File: src/rtl/iseq_pkg.sv
package iseq_pkg;
  // Strobes from the control to the datapath, one per front-end action.
  typedef struct packed {
    logic arFromPc;
    logic fetchIr;
    logic decode;
    logic arFromMem;
  } seqStrobes_t;
endpackage

File: src/rtl/iseq_ctrl.sv
module iseq_ctrl
  import iseq_pkg::*;
#(
  parameter int SC_W  = 4,
  parameter int NUM_T = 7
) (
  input  logic              clk,
  input  logic              rst,
  input  logic              scClr,
  input  logic              haltReq,
  input  logic              isRegIo,
  input  logic              indirect,
  output seqStrobes_t       strobes,
  output logic [NUM_T-1:0]  tPulse,
  output logic              running,
  output logic              memRead
);
  logic [SC_W-1:0] sc;
  logic            runFlag;

  always_ff @(posedge clk) begin
    if (rst) begin
      sc      <= '0;
      runFlag <= 1'b1;
    end else begin
      if (haltReq) runFlag <= 1'b0;
      if (scClr)        sc <= '0;
      else if (runFlag) sc <= sc + 1'b1;
    end
  end

  for (genvar k = 0; k < NUM_T; k++) begin : g_pulse
    assign tPulse[k] = runFlag && (sc == SC_W'(k));
  end

  always_comb begin
    strobes.arFromPc  = tPulse[0];
    strobes.fetchIr   = tPulse[1];
    strobes.decode    = tPulse[2];
    strobes.arFromMem = tPulse[3] && !isRegIo && indirect;
  end

  assign memRead = strobes.fetchIr | strobes.arFromMem;
  assign running = runFlag;
endmodule

File: src/rtl/iseq_datapath.sv
module iseq_datapath
  import iseq_pkg::*;
#(
  parameter int WORD_W = 16,
  parameter int ADDR_W = 12,
  parameter int OPC_W  = 3
) (
  input  logic                      clk,
  input  logic                      rst,
  input  seqStrobes_t               strobes,
  input  logic [WORD_W-1:0]         memRdata,
  output logic [ADDR_W-1:0]         memAddr,
  output logic [ADDR_W-1:0]         pcOut,
  output logic [ADDR_W-1:0]         arOut,
  output logic [WORD_W-1:0]         irOut,
  output logic [(1<<OPC_W)-1:0]     opDec,
  output logic                      indirect
);
  localparam int NUM_OPS  = 1 << OPC_W;
  localparam int OPC_LSB  = ADDR_W;
  localparam int MODE_BIT = WORD_W - 1;

  logic [ADDR_W-1:0]  pc, ar;
  logic [WORD_W-1:0]  ir;
  logic [NUM_OPS-1:0] decReg, decNext;
  logic               modeReg;
  logic [OPC_W-1:0]   opField;

  assign opField = ir[OPC_LSB +: OPC_W];

  for (genvar n = 0; n < NUM_OPS; n++) begin : g_dec
    assign decNext[n] = (opField == OPC_W'(n));
  end

  always_ff @(posedge clk) begin
    if (rst) begin
      pc      <= '0;
      ar      <= '0;
      ir      <= '0;
      decReg  <= '0;
      modeReg <= 1'b0;
    end else begin
      if (strobes.arFromPc)       ar <= pc;
      else if (strobes.decode)    ar <= ir[ADDR_W-1:0];
      else if (strobes.arFromMem) ar <= memRdata[ADDR_W-1:0];
      if (strobes.fetchIr) begin
        ir <= memRdata;
        pc <= pc + 1'b1;
      end
      if (strobes.decode) begin
        decReg  <= decNext;
        modeReg <= ir[MODE_BIT];
      end
    end
  end

  assign memAddr  = ar;
  assign pcOut    = pc;
  assign arOut    = ar;
  assign irOut    = ir;
  assign opDec    = decReg;
  assign indirect = modeReg;
endmodule

File: src/rtl/instr_cycle_seq.sv
module instr_cycle_seq
  import iseq_pkg::*;
#(
  parameter int WORD_W = 16,
  parameter int ADDR_W = 12,
  parameter int OPC_W  = 3,
  parameter int SC_W   = 4,
  parameter int NUM_T  = 7
) (
  input  logic                  clk,
  input  logic                  rst,
  input  logic                  scClr,
  input  logic                  haltReq,
  input  logic [WORD_W-1:0]     memRdata,
  output logic [ADDR_W-1:0]     memAddr,
  output logic                  memRead,
  output logic [NUM_T-1:0]      tPulse,
  output logic [(1<<OPC_W)-1:0] opDec,
  output logic                  indirect,
  output logic                  running,
  output logic [ADDR_W-1:0]     pcOut,
  output logic [ADDR_W-1:0]     arOut,
  output logic [WORD_W-1:0]     irOut
);
  localparam int NUM_OPS = 1 << OPC_W;

  seqStrobes_t strobes;

  iseq_ctrl #(.SC_W(SC_W), .NUM_T(NUM_T)) u_ctrl (
    .clk      (clk),
    .rst      (rst),
    .scClr    (scClr),
    .haltReq  (haltReq),
    .isRegIo  (opDec[NUM_OPS-1]),
    .indirect (indirect),
    .strobes  (strobes),
    .tPulse   (tPulse),
    .running  (running),
    .memRead  (memRead)
  );

  iseq_datapath #(.WORD_W(WORD_W), .ADDR_W(ADDR_W), .OPC_W(OPC_W)) u_dp (
    .clk      (clk),
    .rst      (rst),
    .strobes  (strobes),
    .memRdata (memRdata),
    .memAddr  (memAddr),
    .pcOut    (pcOut),
    .arOut    (arOut),
    .irOut    (irOut),
    .opDec    (opDec),
    .indirect (indirect)
  );
endmodule

File: config.mk
export PLATFORM = sky130hd
export DESIGN_NAME = instr_cycle_seq
export DESIGN_NICKNAME = d
export VERILOG_FILES = /design/src/rtl/iseq_pkg.sv /design/src/rtl/iseq_ctrl.sv /design/src/rtl/iseq_datapath.sv /design/src/rtl/instr_cycle_seq.sv
export SDC_FILE = /design/constraint.sdc
export NUM_CORES = 1
export LEC_CHECK = 0
export ABC_AREA = 1
export BUFFER_PORTS_ARGS = -buffer_cell sky130_fd_sc_hd__buf_2
export CAP_MARGIN = 20
export CORE_MARGIN = 2
export CORE_UTILIZATION = 53
export DETAILED_ROUTE_END_ITERATION = 6
export PLACE_DENSITY = 0.9
export SLEW_MARGIN = 20
export SYNTH_ARGS = -nofsm -noshare
export SYNTH_HDL_FRONTEND = slang
export SYNTH_HIERARCHICAL = 1
export SYNTH_SLANG_ARGS = --single-unit
File: constraint.sdc
create_clock -name clk -period 5.4 [get_ports clk]
set_input_delay 0.54 -clock clk [delete_from_list [all_inputs] [get_ports clk]]
set_output_delay 0.54 -clock clk [all_outputs]
set_load 0.01 [all_outputs]
Word-level counts from Yosys, hierarchy flattened
Cells that the tools add are included.
{"block": "totals", "regBits": 54, "in_bits": 20, "output_inout_bits": 70, "wordCells": 40}
{"block": "classes", "n_addsub": 2, "n_eq_ne": 13, "n_mux": 3, "n_bitwise": 1, "reduce_logical": 14}
{"operator": "$mux W12", "n": 3}
{"operator": "$add A12 B1 Y12 const B", "n": 1}
{"operator": "$eq A3 B3 Y1 const B", "n": 4}
{"operator": "$eq A4 B3 Y1 const B", "n": 3}
{"operator": "$logic_and A1 B1 Y1", "n": 9}
{"operator": "$eq A4 B2 Y1 const B", "n": 2}
{"operator": "$eq A3 B2 Y1 const B", "n": 2}
{"operator": "$add A4 B1 Y4 const B", "n": 1}
{"operator": "$eq A4 B1 Y1 const B", "n": 1}
{"operator": "$logic_not A4 Y1", "n": 1}
{"operator": "$eq A3 B1 Y1 const B", "n": 1}
{"operator": "$logic_not A3 Y1", "n": 1}
{"operator": "$reduce_bool A3 Y1", "n": 1}
{"operator": "$reduce_or A2 Y1", "n": 1}
{"operator": "$logic_not A1 Y1", "n": 1}
{"operator": "$or A1 B1 Y1", "n": 1}

Longest topological paths before layout
{"block": "depth", "depth_word": 7, "ltp_mapped": 11, "mapped_depth_nobuf": 10}

By module
The synthesis kept the hierarchy.
{"module": "iseq_datapath", "n_inst": 1, "cells_each": 294, "area_per_inst_um2": 2174.6}
{"module": "iseq_ctrl", "n_inst": 1, "cells_each": 51, "area_per_inst_um2": 352.8}

Worst setup path before layout
OpenSTA, ideal clock, no wires.
{"block": "synth_timing", "path_kind": "register to output", "start": "register u_ctrl.runFlag, in the netlist u_ctrl/running", "end": "output port tPulse[2]", "arrival_time_ns": 1.254, "required_time_ns": 4.860, "path_slack_ns": 3.606, "path_stages_with_launch": 4, "path_cell_list": "dfxtp_1 > inv_1 > nor3_1 > buf_4"}
{"item": "start: declaration", "line_no": "iseq_ctrl.sv:19", "text": "logic runFlag;"}
{"item": "start signal: assignment", "line_no": "iseq_ctrl.sv:24", "text": "runFlag <= 1'b1;"}
{"item": "start signal: assignment", "line_no": "iseq_ctrl.sv:26", "text": "if (haltReq) runFlag <= 1'b0;"}
{"item": "end: declaration", "line_no": "instr_cycle_seq.sv:17", "text": "output logic [NUM_T-1:0] tPulse,"}

Worst setup path in the final report
{"block": "layout_timing", "start": "register u_ctrl.sc[1]", "end": "register u_dp.ar[11], in the netlist u_dp/arOut[11]"}
{"block": "layout_between", "elab_chain_cells": 5, "word_cells_on_any_way": 11, "classes_between": "eq/ne (2); mux (2); reduce/logical (7)"}
{"item": "start: declaration", "line_no": "iseq_ctrl.sv:18", "text": "logic [SC_W-1:0] sc;"}
{"item": "start signal: assignment", "line_no": "iseq_ctrl.sv:28", "text": "else if (runFlag) sc <= sc + 1'b1;"}
{"item": "$eq A4 B2 Y1", "line_no": "iseq_ctrl.sv:33", "text": "assign tPulse[k] = runFlag && (sc == SC_W'(k));"}
{"item": "$logic_and A1 B1 Y1", "line_no": "iseq_ctrl.sv:33"}
{"item": "$logic_and A1 B1 Y1 (2 in series)", "line_no": "iseq_ctrl.sv:40", "text": "strobes.arFromMem = tPulse[3] && !isRegIo && indirect;"}
{"item": "$reduce_bool A3 Y1 (no source line)"}
{"item": "end signal: assignment", "line_no": "iseq_datapath.sv:43", "text": "if (strobes.arFromPc) ar <= pc;"}
{"item": "end signal: assignment", "line_no": "iseq_datapath.sv:44", "text": "else if (strobes.decode) ar <= ir[ADDR_W-1:0];"}
{"item": "end signal: assignment", "line_no": "iseq_datapath.sv:45", "text": "else if (strobes.arFromMem) ar <= memRdata[ADDR_W-1:0];"}
{"item": "end: declaration", "line_no": "iseq_datapath.sv:23", "text": "logic [ADDR_W-1:0] pc, ar;"}
Several ways; a longest one is shown, not always the timed one.
A chain may end at the register's enable or synchronous reset.

==> impl_metrics.tcl <==
set metrics [dict create \
    status "finished clean" \
    syn_to_final_growth_pct 17.0 \
    ant_nets 0 \
    route.met3.wl_um 363 \
    ctsHoldBuffers 0 \
    max-cap-violations 0 \
    cp_slowest_cell "nor3_2" \
    min_period_ns 2.74 \
    crit_chain "inv_1, ha_1, inv_1, nor3_2, inv_2, nand2_1, inv_2, a21oi_1, a21oi_1" \
    grt_max_degree 39 \
    wl_per_cell_um 13.2 \
    max_slew_margin 0.392 \
    ios 90 \
    max_freq_ghz 0.364 \
    gr-usage-all-layers 0.224 \
    ys_types 24 \
    clkTransAtPathRegs_ns 0.09 \
    stdcell_area_um2 2960 \
    antenna_cells 0 \
    maxSlewViolCount 0 \
    seq_area_um2 1080 \
    setup_ws_ns 2.66 \
    clk_latency_ns 0.30 \
    die_y_um 73.1 \
    drt-initial-drc-count 208 \
    max_stage_delay_ns 0.73 \
    route.vias.total 2474 \
    nets 436 \
    final_cell_mix "buf_2 (89), dfxtp_1 (54), a21oi_1 (51)" \
    nFillCells 389 \
    p_per_area_nw_per_um2 270 \
    io_buffers 89 \
    critical_path_class "flop to flop" \
    finalHoldViolations 0 \
    synth_area_per_cell_um2 7.33 \
    via_per_inst 5.31 \
    startpoint_type "flop" \
    stdcell_count 466 \
    max_slew.worst_pin.slew_ns 0.908 \
    topRoutingLayerUsed "met4" \
    gp_congestion 0.840 \
    setup_viol 0 \
    fp.coreArea_um2 4660 \
    cp.arrival_ns 2.94 \
    finalWirelength_mm 6.14 \
    wl_met2_mm 2.86 \
    syn-num-nets 370 \
    clock-root-buffer "clkbuf_8" \
    cts_tree "built" \
    synth-seq-cells 54 \
    synth-seq-area-share 0.428 \
    cts_sinks 54 \
    pre_cts_ws_ns 2.72 \
    htreeDepth 2 \
    placed_area_um2 2870 \
    drc_errors 0 \
    fin_tns_setup_ns 0 \
    die_x_um 73.1 \
    yosys_warnings 6 \
    finalClockSkew_ns 0.00916 \
    hpwl_mm 4.43 \
    period_share 0.508 \
    syn-instance-count 345 \
    multi_input_area_um2 1130 \
    fp.dieArea_um2 5340 \
    grt_pass1_vias 2032 \
    cts_buffer_depth 2 \
    worst_ir_drop_vdd_uv 173 \
    power_mw 0.798 \
    layout.cells.most_common "buf_2" \
    rsz0062_at_grt "false" \
    dp.cells 458 \
    grt_pass1_wl_mm 9.46 \
    met1_length_mm 2.84 \
    end_kind "flop" \
    cp.required_ns 5.59 \
    cts_made_buffers 5 \
    synth_area_um2 2530 \
    p_leak_nw 1.48 \
    dr.pass1.iters 4 \
    grt_overflow 0 \
    cts_setup_buffers 0 \
    drive_gt1_frac 0.274 \
    hold_class "input pin to flop" \
    cts_resized 0 \
    fp-row-count 25 \
    antenna_found_initial 0 \
    worstPathMaxFanout 14 \
    start_util 0.542 \
]
-- power by group --
group	internal, mW	switching, mW
Combinational	0.0492	0.0826
Clock	0.104	0.126
Sequential	0.419	0.0177
-- final timing paths --
check / start / endpoint / slack [ns] / depth (start not counted)
worst max-delay path: u_ctrl/sc[1] / u_dp/arOut[11] / 2.66 / 9
worst min-delay path: haltReq / u_ctrl/running / 0.42 / 2
worst max register to register: u_ctrl/sc[1] / u_dp/arOut[11] / 2.66 / 9
worst min register to register: u_dp/opDec[5] / u_dp/opDec[5] / 0.46 / 2
-- through the flow --
step / utilization / hold slack (ns)
finish: 0.634 / 0.415
global route: 0.634 / 0.429
CTS: 0.634 / 0.421
detailed placement: 0.615 / 0.452
global placement: 0.615 / 0.456
floorplan: - / 0.472
-- critical path: cells and delay by family (launching register included) --
kind                       cells  cell delay, ns
AOI/OAI and AO/OA              2            0.33
and+or+nand+nor                2            1.14
buffers and inverters          4            0.67
adders and majority gates      1            0.15
DFF                            1            0.35
-- routing by layer --
metal / vias up / GRT usage
met2: 97 / 0.334
met5: - / 0
li1: 1253 / -
met4: 0 / 0.0700
met1: 1114 / 0.317
met3: 10 / 0.0552
-- area by class of cell --
type | count | share of cell area
clock buffer | 7 | 0.0292
clock inverter | 1 | 0.00169
inverter | 35 | 0.0444
multi-input combinational | 225 | 0.383
sequential | 54 | 0.366
tap | 54 | 0.0229
timing repair buffer | 90 | 0.153
-- cells in the mapped netlist (all sizes together) --
| library cell | n | area [µm²] |
|---|---|---|
| inv | 35 | 131 |
| or2 | 4 | 27.5 |
| dfxtp | 54 | 1080 |
| nand4 | 2 | 12.5 |
| nor3 | 6 | 40.0 |
| ha | 5 | 62.6 |
| nand3 | 9 | 45.0 |
| a21oi | 51 | 255 |
| o21ai | 35 | 175 |
| nor2 | 45 | 184 |
| clkbuf | 4 | 15.0 |
| nand2 | 52 | 200 |
| a22oi | 1 | 7.51 |
| buf | 27 | 175 |
| o22ai | 1 | 6.26 |
| o21bai | 2 | 18.8 |
| o211ai | 12 | 90.1 |
-- cell families (layout without fill, tap and decap cells) --
group,count (synthesis),count (layout),synth area share
and+or+nand+nor,118,118,0.201
adders and majority gates,5,5,0.0248
DFF,54,54,0.428
buffers and inverters,66,133,0.127
AOI/OAI and AO/OA,102,102,0.219
-- flip-flops by register name, summed over array words and instances (netlist names) --
signal,cells
u_dp/irOut,16
u_dp/arOut,12
u_dp/pcOut,12
u_dp/opDec,8
u_ctrl/sc,4
u_ctrl/running,1
u_dp/indirect,1
Note: power is estimated with default switching activity, not from simulation.
